===== src/rtl/isoc_deframe_pkg.sv =====
package isoc_deframe_pkg;
  typedef logic [7:0] byte_t;

  // per-beat classification from header tracker to frame control
  typedef struct packed {
    logic pay;
    logic excess;
    logic trunc;
    logic zero;
    logic fs_ev;
    logic stat_we;
    logic stat_done;
  } beat_cls_t;
endpackage


===== src/rtl/isoc_hdr_track.sv =====
module isoc_hdr_track
  import isoc_deframe_pkg::*;
#(
  parameter int LEN_W   = 10,
  parameter int SEQ_W   = 6,
  parameter int FS_HDR  = 30,
  parameter int STD_HDR = 8,
  parameter int FS_CODE = 'h3F,
  parameter int IDX_W   = 11
) (
  input  logic      clk_i,
  input  logic      rst_ni,
  input  logic      valid_i,
  input  byte_t     data_i,
  input  logic      sop_i,
  input  logic      eop_i,
  output beat_cls_t cls_o,
  output logic [1:0] stat_sel_o
);
  localparam int HI_W = LEN_W - 8;
  localparam logic [IDX_W-1:0] IDX_MAX = '1;

  logic              in_pkt_q, fs_q;
  logic [IDX_W-1:0]  idx_q, cur_idx, hdr_len, pay_end;
  logic [HI_W-1:0]   len_hi_q;
  logic [LEN_W-1:0]  len_q, len_cur;
  logic              beat, first, second, fs_byte0, fs_cur, in_hdr;

  always_comb begin
    beat     = valid_i && (sop_i || in_pkt_q);
    cur_idx  = sop_i ? '0 : idx_q;
    first    = (cur_idx == '0);
    second   = (cur_idx == IDX_W'(1));
    fs_byte0 = (data_i[SEQ_W-1:0] == SEQ_W'(FS_CODE));
    fs_cur   = first ? fs_byte0 : fs_q;
    hdr_len  = fs_cur ? IDX_W'(FS_HDR) : IDX_W'(STD_HDR);
    len_cur  = second ? {len_hi_q, data_i} : len_q;
    pay_end  = hdr_len + IDX_W'(len_cur);
    in_hdr   = cur_idx < hdr_len;

    cls_o.pay       = beat && !in_hdr && (cur_idx < pay_end);
    cls_o.excess    = beat && !in_hdr && (cur_idx >= pay_end);
    cls_o.trunc     = beat && eop_i && (cur_idx < hdr_len - IDX_W'(1));
    cls_o.fs_ev     = beat && second && fs_q;
    cls_o.zero      = beat && second && !fs_q && (len_cur == '0);
    cls_o.stat_we   = beat && fs_cur && (cur_idx >= IDX_W'(2)) && (cur_idx <= IDX_W'(5));
    cls_o.stat_done = beat && fs_cur && (cur_idx == IDX_W'(5));
    stat_sel_o      = cur_idx[1:0] + 2'd2;  // byte 2..5 -> slot 0..3
  end

  always_ff @(posedge clk_i or negedge rst_ni) begin
    if (!rst_ni) begin
      in_pkt_q <= 1'b0;
      idx_q    <= '0;
      fs_q     <= 1'b0;
      len_hi_q <= '0;
      len_q    <= '0;
    end else if (beat) begin
      in_pkt_q <= !eop_i;
      idx_q    <= (cur_idx == IDX_MAX) ? IDX_MAX : cur_idx + IDX_W'(1);
      if (first) begin
        fs_q     <= fs_byte0;
        len_hi_q <= data_i[7 -: HI_W];
      end
      if (second) len_q <= len_cur;
    end
  end
endmodule


===== src/rtl/isoc_frame_ctl.sv =====
module isoc_frame_ctl
  import isoc_deframe_pkg::*;
(
  input  logic      clk_i,
  input  logic      rst_ni,
  input  beat_cls_t cls_i,
  input  byte_t     data_i,
  output logic      pay_valid_o,
  output byte_t     pay_data_o,
  output logic      frm_start_o,
  output logic      frm_end_o,
  output logic      frm_err_o,
  output logic      drop_o
);
  logic open_q, bad_q, err_now;

  assign err_now = cls_i.excess || cls_i.trunc || cls_i.zero;

  always_ff @(posedge clk_i or negedge rst_ni) begin
    if (!rst_ni) begin
      open_q      <= 1'b0;
      bad_q       <= 1'b0;
      pay_valid_o <= 1'b0;
      pay_data_o  <= '0;
      frm_start_o <= 1'b0;
      frm_end_o   <= 1'b0;
      frm_err_o   <= 1'b0;
      drop_o      <= 1'b0;
    end else begin
      pay_valid_o <= cls_i.pay && open_q;
      pay_data_o  <= data_i;
      frm_start_o <= cls_i.fs_ev;
      frm_end_o   <= cls_i.fs_ev && open_q;
      frm_err_o   <= cls_i.fs_ev && open_q && bad_q;
      drop_o      <= cls_i.zero;
      if (cls_i.fs_ev) begin
        open_q <= 1'b1;
        bad_q  <= err_now;  // error on the same beat belongs to the new frame
      end else if (err_now) begin
        bad_q  <= 1'b1;
      end
    end
  end
endmodule


===== src/rtl/isoc_stat_latch.sv =====
module isoc_stat_latch
  import isoc_deframe_pkg::*;
#(
  parameter int N_STAT = 4
) (
  input  logic                  clk_i,
  input  logic                  rst_ni,
  input  logic                  we_i,
  input  logic                  done_i,
  input  logic [$clog2(N_STAT)-1:0] sel_i,
  input  byte_t                 data_i,
  output logic [N_STAT-1:0][7:0] stat_o,
  output logic                  valid_o
);
  for (genvar g = 0; g < N_STAT; g++) begin : g_slot
    always_ff @(posedge clk_i or negedge rst_ni) begin
      if (!rst_ni) stat_o[g] <= '0;
      else if (we_i && sel_i == g) stat_o[g] <= data_i;
    end
  end

  always_ff @(posedge clk_i or negedge rst_ni) begin
    if (!rst_ni) valid_o <= 1'b0;
    else         valid_o <= done_i;
  end
endmodule


===== src/rtl/isoc_deframe.sv =====
module isoc_deframe
  import isoc_deframe_pkg::*;
#(
  parameter int LEN_W   = 10,
  parameter int SEQ_W   = 6,
  parameter int FS_HDR  = 30,
  parameter int STD_HDR = 8,
  parameter int FS_CODE = 'h3F
) (
  input  logic       clk_i,
  input  logic       rst_ni,
  input  logic       in_valid_i,
  input  logic [7:0] in_data_i,
  input  logic       in_sop_i,
  input  logic       in_eop_i,
  output logic       pay_valid_o,
  output logic [7:0] pay_data_o,
  output logic       frm_start_o,
  output logic       frm_end_o,
  output logic       frm_err_o,
  output logic       drop_o,
  output logic       stat_valid_o,
  output logic [7:0] stat_g0_o,
  output logic [7:0] stat_r_o,
  output logic [7:0] stat_g1_o,
  output logic [7:0] stat_b_o
);
  localparam int IDX_W  = $clog2(FS_HDR + (1 << LEN_W));
  localparam int N_STAT = 4;

  beat_cls_t             cls;
  logic [1:0]            stat_sel;
  logic [N_STAT-1:0][7:0] stat;

  isoc_hdr_track #(
    .LEN_W(LEN_W), .SEQ_W(SEQ_W), .FS_HDR(FS_HDR),
    .STD_HDR(STD_HDR), .FS_CODE(FS_CODE), .IDX_W(IDX_W)
  ) u_hdr (
    .clk_i, .rst_ni,
    .valid_i(in_valid_i), .data_i(in_data_i),
    .sop_i(in_sop_i), .eop_i(in_eop_i),
    .cls_o(cls), .stat_sel_o(stat_sel)
  );

  isoc_frame_ctl u_frm (
    .clk_i, .rst_ni,
    .cls_i(cls), .data_i(in_data_i),
    .pay_valid_o, .pay_data_o,
    .frm_start_o, .frm_end_o, .frm_err_o, .drop_o
  );

  isoc_stat_latch #(.N_STAT(N_STAT)) u_stat (
    .clk_i, .rst_ni,
    .we_i(cls.stat_we), .done_i(cls.stat_done),
    .sel_i(stat_sel), .data_i(in_data_i),
    .stat_o(stat), .valid_o(stat_valid_o)
  );

  assign stat_g0_o = stat[0];
  assign stat_r_o  = stat[1];
  assign stat_g1_o = stat[2];
  assign stat_b_o  = stat[3];
endmodule


===== config.mk =====
export PLATFORM = sky130hd
export DESIGN_NAME = isoc_deframe
export DESIGN_NICKNAME = d
export VERILOG_FILES = /design/src/rtl/isoc_deframe_pkg.sv /design/src/rtl/isoc_hdr_track.sv /design/src/rtl/isoc_frame_ctl.sv /design/src/rtl/isoc_stat_latch.sv /design/src/rtl/isoc_deframe.sv
export SDC_FILE = /design/constraint.sdc
export NUM_CORES = 1
export LEC_CHECK = 0
export CAP_MARGIN = 25
export CORE_MARGIN = 2
export CORE_UTILIZATION = 49
export CTS_CLUSTER_SIZE = 30
export DETAILED_ROUTE_END_ITERATION = 10
export MAX_ROUTING_LAYER = met4
export PLACE_DENSITY = 0.78
export SLEW_MARGIN = 0
export SYNTH_ARGS = -nofsm -noshare
export SYNTH_HDL_FRONTEND = slang
export SYNTH_HIERARCHICAL = 1
export SYNTH_SLANG_ARGS = --single-unit

===== constraint.sdc =====
create_clock -name clk_i -period 4.1 [get_ports clk_i]
set_input_delay 0.615 -clock clk_i [delete_from_list [all_inputs] [get_ports clk_i]]
set_output_delay 0.615 -clock clk_i [all_outputs]
set_load 0.005 [all_outputs]

; Word-level counts from Yosys, hierarchy flattened
; Index checks and enable logic that the tools add are counted.
[word_totals]
reg_bits = 73
input_bits = 13
[classes]
mux = 7
eq_ne = 7
add_sub_neg = 4
n_reduce_logical = 33
n_lt_le_gt_ge = 6
[ops]
columns = cell, count
row1 = $lt A11 B11 Y1, 3
row2 = $mux W11, 2
row3 = $logic_and A1 B1 Y1, 21
row4 = $add A11 B1 Y11 const B, 1
row5 = $add A11 B10 Y11, 1
row6 = $eq A11 B1 Y1 const B, 1
row7 = $eq A11 B11 Y1 const B, 1
row8 = $eq A11 B3 Y1 const B, 1
row9 = $ge A11 B11 Y1, 1
row10 = $ge A11 B2 Y1 const B, 1
row11 = $le A11 B3 Y1 const B, 1
row12 = $logic_not A11 Y1, 1
row13 = $sub A11 B1 Y11 const B, 1
row14 = $logic_not A10 Y1, 1
row15 = $mux W10, 1
row16 = $eq A6 B6 Y1 const B, 1
row17 = $mux W5, 1
row18 = $eq A2 B2 Y1 const B, 2
row19 = $reduce_and A2 Y1, 2
row20 = $logic_not A1 Y1, 3
row21 = $logic_or A1 B1 Y1, 3
row22 = $mux W1, 3
row23 = $add A2 B2 Y2 const B, 1
row24 = $eq A2 B1 Y1 const B, 1
row25 = 2 further kinds, 2

; Longest topological paths before layout
; Gate-level depths: netlist (run 1).
[logic_depth]
word_depth = 12
mapped_depth = 23
mapped_depth_nobuf = 21

; Modules after synthesis
; Netlist (run 1), hierarchy kept.
[modules_own_cells]
columns = mod, instances, cells_per_inst, area_each_um2
row1 = isoc_hdr_track, 1, 240, 2139.6
row2 = isoc_stat_latch, 1, 69, 1237.4
row3 = isoc_frame_ctl, 1, 22, 416.6

; Worst setup path after synthesis (run 1)
; Ideal clock, no wire load.
[synth_path]
path_kind = input -> register
from = in in_sop_i
to = reg u_frm.bad_q
path_slack_ns = -0.542
arrival_ns = 4.516
setup_time_ns = 0.126
stages = 22
n_path_buf = 1
path_cell_list = nand2b_1 ha_1 nor4b_2 o221ai_1 mux2i_2 buf_2 xor2_1 ha_1 nor4_1 mux2_2 o32a_1 nor3b_1 xor2_1 mux2i_1 ha_1 a21o_1 a21o_1 a21oi_1 o21ai_0 nor3b_1 nor3_1 o21ai_1
[synth_rtl]
columns = item, line_no
row1 = from (decl), isoc_deframe.sv:14  ; input logic in_sop_i,
row2 = to (signal assigned), isoc_frame_ctl.sv:38  ; bad_q <= err_now;
row3 = to (decl), isoc_frame_ctl.sv:15  ; logic open_q, bad_q, err_now;

==> run metrics, run 1 <==
Initial Util=0.4987; outcome=finished, final reports clean; initial antenna violation count=0; Hold Vio Cnt, Final=0; Seq cells post-synth=73; Switching Fraction=0.2884; Final setup viols=0; Die Footprint=8462 um2; total grt overflow=0; clock latency at the later pin of the worst-skew pair=approximately 0.36 ns; Max Freq=~240 MHz; Mapped Area=between 3000 and 4000 um2; core area=approximately 7600 um2; # clock sinks=73; Post-synth ARST share=1.000; Diodes inserted=0; fin crit period=approximately 4.1 ns; vias in the first global route=2897; Final period util=0.9960; number of distinct library cells after synthesis=56; VDD IR max=232.2 uV; die width=just over 90 um; commonest non-fill, non-tap cell in the layout=dfrtp_1; initial DRC count=roughly 90; ys flop type=dfrtp_1; share of cells above drive strength 1=0.3047; Crit Path Max Fanout=4; Vias=roughly 2900; largest net degree at the start of global routing=74; RSZ-0062 raised after global routing=true; Critical Path RT=about 4.4 ns; CTS buffer count=9; Syn. warnings=6; WS Path Type=input pin to register; DR WL/cell=approximately 16 um; Root Buffer=clkbuf_8; Comb pwr share=0.223; Post-synth EDFFs=0; Pre-antenna DRT Iters=4; Lkg Pwr=0.002362 uW; Worst-Margin Slew=0.8995 ns; most used cell, CP=buf_4; final hold slack=around 0.35 ns; I/O pins=59; first-pass GRT wire length=approximately 14 mm; Met3 Wirelength=about 510 um; synthesized area per cell=about 11 um2; DP Worst Slack=-0.7976 ns; H-tree depth=3; gp weighted congestion=~0.91; Synth Instances=between 300 and 400; Int Power=about 1400 uW; Reg power frac=0.426; top routing layer in use=met4; Worst Hold Class=input pin to async pin; worst rel slew slack=0.4003; Rows=32; crit end category=register; nets=about 450; Slew Limit Fails=0; Routed Antenna Nets=0; clock share of power=0.351; register area share after synthesis=0.4815; hold buffer count at cts=0; Layout fillers=a little under 600; slowest stage cell on the critical path=a211oi_1; gr usage total=0.2201; syn_nets=358; CTS tree=built; worst setup margin=0.01626 ns; Psw=569.1 uW; met1 wire length=~4 mm; met2 wire length=between 4 and 5 mm; slowest stage delay, CP=~0.33 ns; most frequent cells in the layout=dfrtp_1, clkdlybuf4s50_1, mux2_2; Final Util=0.6643; CTS clock-pin slew for the worst setup and hold paths=roughly 0.08 ns; crit-path cells=buf_2 -> or2b_4 -> ha_4 -> and2_4 -> o221ai_4 -> mux2i_2 -> buf_4 -> nor2_1 -> ha_2 -> buf_4 -> nor3_1 -> o32a_1 -> buf_4 -> xnor2_1 -> ha_1 -> a21o_1 -> a211oi_1 -> o21ai_2 -> nor3b_2 -> nor3_1 -> o21ai_1; die height=91.99 um; Via density=~5.4; max cap viols=0; power density over the cells=390.4 nW/um2; DRC=0; Clock Skew=approximately 0.009 ns; crit start category=input pin; Final HPWL DP=5.931 mm; CTS Buffer Depth=2; routed wire length=around 8.7 mm; Arrival @ worst endpoint=between 4 and 5 ns; PortBufs=58; Layout area overhead=33.21%
[cell families after synthesis]
kind of cell             synth area share
AND/OR/NAND/NOR                    0.1600
XOR/XNOR                          0.02540
flip-flops                         0.4815
multiplexers                       0.1639
buffers and inverters             0.02770
adder cells (fa/ha/maj)           0.04617
AO/OA/AOI/OAI                     0.09532
[final cells by class]
class / instances / area, um2 / area share
sequential: 73 / 1827 / 0.3615
multi-input combinational: 236 / 1962 / 0.3882
inverter: 10 / 40.04 / 0.007923
timing repair buffer: 96 / 858.3 / 0.1698
tap: 102 / 127.6 / 0.02525
clock buffer: 9 / 123.9 / 0.02451
clock inverter: 6 / 115.1 / 0.02278
[synthesized netlist by cell type, types with 3 or more instances]
cell	n	area [um2]
nor2_1	27	101.4
nand3_1	6	30.03
a21o_1	4	30.03
a41oi_1	3	26.28
a31oi_1	3	18.77
inv_1	9	33.78
nor3_1	6	30.03
xor2_1	7	61.31
nor4_1	5	31.28
nor2b_1	9	56.30
mux2_2	46	518.0
buf_2	7	35.03
mux2i_1	9	90.09
a22o_1	3	26.28
and2_1	4	25.02
o21ai_1	3	15.01
nor3b_1	6	45.04
nand2_1	11	41.29
xnor2_1	4	35.03
o21ai_0	14	70.07
o21a_1	5	37.54
nand4_1	4	25.02
a21oi_1	13	65.06
ha_1	14	175.2
dfrtp_1	73	1827
[flip-flops by register name, indices dropped and copies added (netlist names), 2 cells and up]
register	flops
u_hdr/len_q	10
u_hdr/len_hi_q	2
u_frm/pay_data_o	8
u_stat/stat_o	32
u_hdr/idx_q	11
[worst max-delay path, delay by kind of cell]
kind	cells	cell delay, ns
buf+inv	4	0.57
compound gates	6	1.11
xor+xnor	1	0.12
mux	1	0.30
fa+ha+maj	3	0.65
simple gates	6	0.94
[through the flow]
stage	TNS, ns	instances	cell area, um2	total power, uW
5_1_grt	-0.2851	532	5054	2069
3_3_place_gp	-1.136	510	4728	1257
3_5_place_dp	-1.449	510	4728	1271
2_1_floorplan	-0.3055	331	3857	1123
6_report	0	532	5054	1973
4_1_cts	0	527	5000	1977
[power groups by stage]
stage / Combinational (uW) / Clock [uW] / Sequential [uW]
2_1_floorplan: 300 / 0 / 823
3_3_place_gp: 406 / 0 / 851
3_5_place_dp: 418 / 0 / 853
4_1_cts: 426 / 711 / 840
5_1_grt: 487 / 732 / 850
6_report: 440 / 692 / 841
[final timing paths]
| kind | start | to | slack [ns] | cells past startpoint |
|---|---|---|---|---|
| setup reg to reg | u_hdr/idx_q[0]$_DFFE_PN0P_ | u_frm/bad_q$_DFFE_PN0P_ | 0.03 | 20 |
| hold reg to reg | u_stat/stat_o[28]$_DFFE_PN0P_ | u_stat/stat_o[28]$_DFFE_PN0P_ | 0.51 | 1 |
| max in group asynchronous | rst_ni | u_stat/stat_o[12]$_DFFE_PN0P_ | 3.14 | 1 |
| setup / recovery | in_sop_i | u_frm/bad_q$_DFFE_PN0P_ | 0.02 | 21 |
| hold / removal | rst_ni | u_hdr/idx_q[0]$_DFFE_PN0P_ | 0.35 | 1 |
| min in group clk_i | u_stat/stat_o[28]$_DFFE_PN0P_ | u_stat/stat_o[28]$_DFFE_PN0P_ | 0.51 | 1 |
[what timing repair did]
action,4_1_cts,5_1_grt
pin swaps,6,7
setup buffers,2,5
resized for setup,7,4
setup endpoints to repair,2,2
[metal layers]
layer,vias up,track usage
li1,1390,-
met1,1418,0.2881
met2,80,0.3370
met3,7,0.05834
met4,0,0.07090
met5,-,-
Note: power is estimated with default switching activity, not from simulation.
==> run 2: changes to the inputs <==
- CTS_CLUSTER_DIAMETER: unset -> 30
- TNS_END_PERCENT: unset -> 50
==> run 2 against run 1 <==
  * The run now ends with setup timing left
  * Clock power down 23%
  * Routed wire length is 0.62% higher
  * First-iteration DRC count is 16% higher
  * Non-clock buffer count down 5
  * Worst hold slack improved by 0.012 ns
  * Critical path depth increased by 1
  * Sequential power is essentially flat
  * Cell area down 1.6%
  * Critical endpoint unchanged
==> run metrics, run 2 (synthesized netlist as in run 1, its figures left out) <==
outcome=finished with violations; failing checks=setup timing; reg-to-reg endpoint=u_frm/bad_q$_DFFE_PN0P_; WS Path Type=input pin to register; most frequent cells in the layout=dfrtp_1, clkdlybuf4s50_1, mux2_2; power density over the cells=363.2 nW/um2; PortBufs=just under 60; first-pass GRT wire length=roughly 14 mm; crit end category=register; CTS clock-pin slew for the worst setup and hold paths=about 0.08 ns; Arrival @ worst endpoint=between 4 and 5 ns; Die Footprint=about 8500 um2; nets=between 400 and 500; initial DRC count=107; Crit Path Max Fanout=5; Root Buffer=clkbuf_8; Worst-Margin Slew=between 0.9 and 1 ns; worst rel slew slack=0.3935; Rows=32; Vias=around 2900; Setup TNS=-0.01592 ns; clock latency at the later pin of the worst-skew pair=around 0.36 ns; DR WL/cell=16.53 um; DP Worst Slack=-0.7676 ns; Diodes inserted=0; commonest non-fill, non-tap cell in the layout=dfrtp_1; Routed Antenna Nets=0; DRC=0; largest net degree at the start of global routing=74; I/O pins=59; Max Freq=between 200 and 250 MHz; initial antenna violation count=0; CTS tree=built; Reg with most FFs=u_stat/stat_o; Worst Hold Class=input pin to async pin; # clock sinks=73; Pre-antenna DRT Iters=4; Via density=around 5.5; Clock Skew=~0.0099 ns; Hold Vio Cnt, Final=0; share of cells above drive strength 1=0.2958; Lkg Pwr=between 0.002 and 0.0025 uW; Final period util=1.004; CTS Buffer Depth=2; Critical Path RT=between 4 and 5 ns; Top Registers=u_stat/stat_o (32), u_hdr/idx_q (11), u_hdr/len_q (10); Initial Util=0.4987; worst setup path end=u_frm/bad_q$_DFFE_PN0P_; vias in the first global route=2963; routed wire length=between 8 and 9 mm; core area=7607 um2; gp weighted congestion=between 0.9 and 1; die width=91.99 um; Final Util=0.6536; Slew Limit Fails=0; Final HPWL DP=approximately 6.0 mm; R2R Setup Slk=-0.01 ns; R2R depth=21; VDD IR max=262.1 uV; hold buffer count at cts=0; Largest register FFs=32; total grt overflow=0; CTS buffer count=9; Layout area overhead=31.07%; fin crit period=just over 4 ns; H-tree depth=3; crit start category=input pin; max cap viols=0; Worst Setup SP=in_sop_i; RSZ-0062 raised after global routing=true; R2R Path Start=u_hdr/idx_q[0]$_DFFE_PN0P_; worst setup margin=-0.01592 ns; Final setup viols=1; gr usage total=0.2238; die height=between 90 and 100 um
-- run 2: layout make-up --
cell class | count | area (um2)
tap | 102 | 127.6
clock buffer | 9 | 123.9
timing repair buffer | 91 | 824.5
fill | 596 | 2635
multi-input combinational | 236 | 1968
clock inverter | 7 | 61.31
inverter | 10 | 40.04
sequential | 73 | 1827
-- run 2: per-stage QoR --
step	total power (uW)	std cells	area (um2)	hold WS, ns
finish	1806	528	4972	0.3658
global route	1906	528	4972	0.4655
CTS	1822	527	4949	0.4099
detailed placement	1270	507	4706	0.4922
global placement	1254	507	4706	0.4825
floorplan	1123	331	3857	0.3194
-- run 2: worst max-delay path: stages --
cell	delay, ns
buf_2	0.12
or2b_4	0.26
ha_4	0.16
and2_4	0.14
o221ai_4	0.19
mux2i_2	0.29
xor2_1	0.25
ha_4	0.21
nor4_2	0.05
mux2_4	0.26
o32a_1	0.21
nor3b_2	0.19
xor2_1	0.16
mux2i_1	0.11
ha_2	0.19
a21o_1	0.17
a21o_1	0.16
a21oi_2	0.12
o21ai_1	0.09
nor3b_2	0.16
nor3_1	0.14
o21ai_1	0.09
-- run 2: what timing repair did --
item,4_1_cts,5_1_grt
endpoints found under the setup margin,2,2
cloned,0,0
resized for setup,9,3
pin swaps,8,6
setup buffers,4,1
-- run 2: per-layer routing --
metal | up-vias | share of wire | wire length [um] | GRT usage
met1 | 1426 | 0.45 | 3961 | 0.2875
met3 | 11 | 0.046 | 399 | 0.05094
met2 | 66 | 0.49 | 4257 | 0.3560
li1 | 1380 | - | - | -
met5 | - | 0 | 0 | -
met4 | 0 | 0.013 | 112 | 0.07090
-- run 2: worst min path at each step --
stage | cells past startpoint | slack, ns | to
5_1_grt | 1 | 0.47 | u_hdr/idx_q[3]$_DFFE_PN0P_
3_3_place_gp | 1 | 0.48 | u_frm/open_q$_DFFE_PN0P_
3_5_place_dp | 1 | 0.49 | u_stat/stat_o[28]$_DFFE_PN0P_
2_1_floorplan | 0 | 0.32 | u_frm/bad_q$_DFFE_PN0P_
4_1_cts | 1 | 0.41 | u_frm/pay_data_o[4]$_DFF_PN0_
6_report | 1 | 0.37 | u_hdr/idx_q[3]$_DFFE_PN0P_
-- run 2: power by group --
| group | leakage (uW) | switching (uW) | internal, uW | total (uW) |
|---|---|---|---|---|
| combinational | 0.00125 | 211 | 220 | 431 |
| sequential | 0.000965 | 70.5 | 773 | 844 |
| clock | 0.0000884 | 301 | 230 | 531 |
| total | 0.00231 | 583 | 1220 | 1810 |
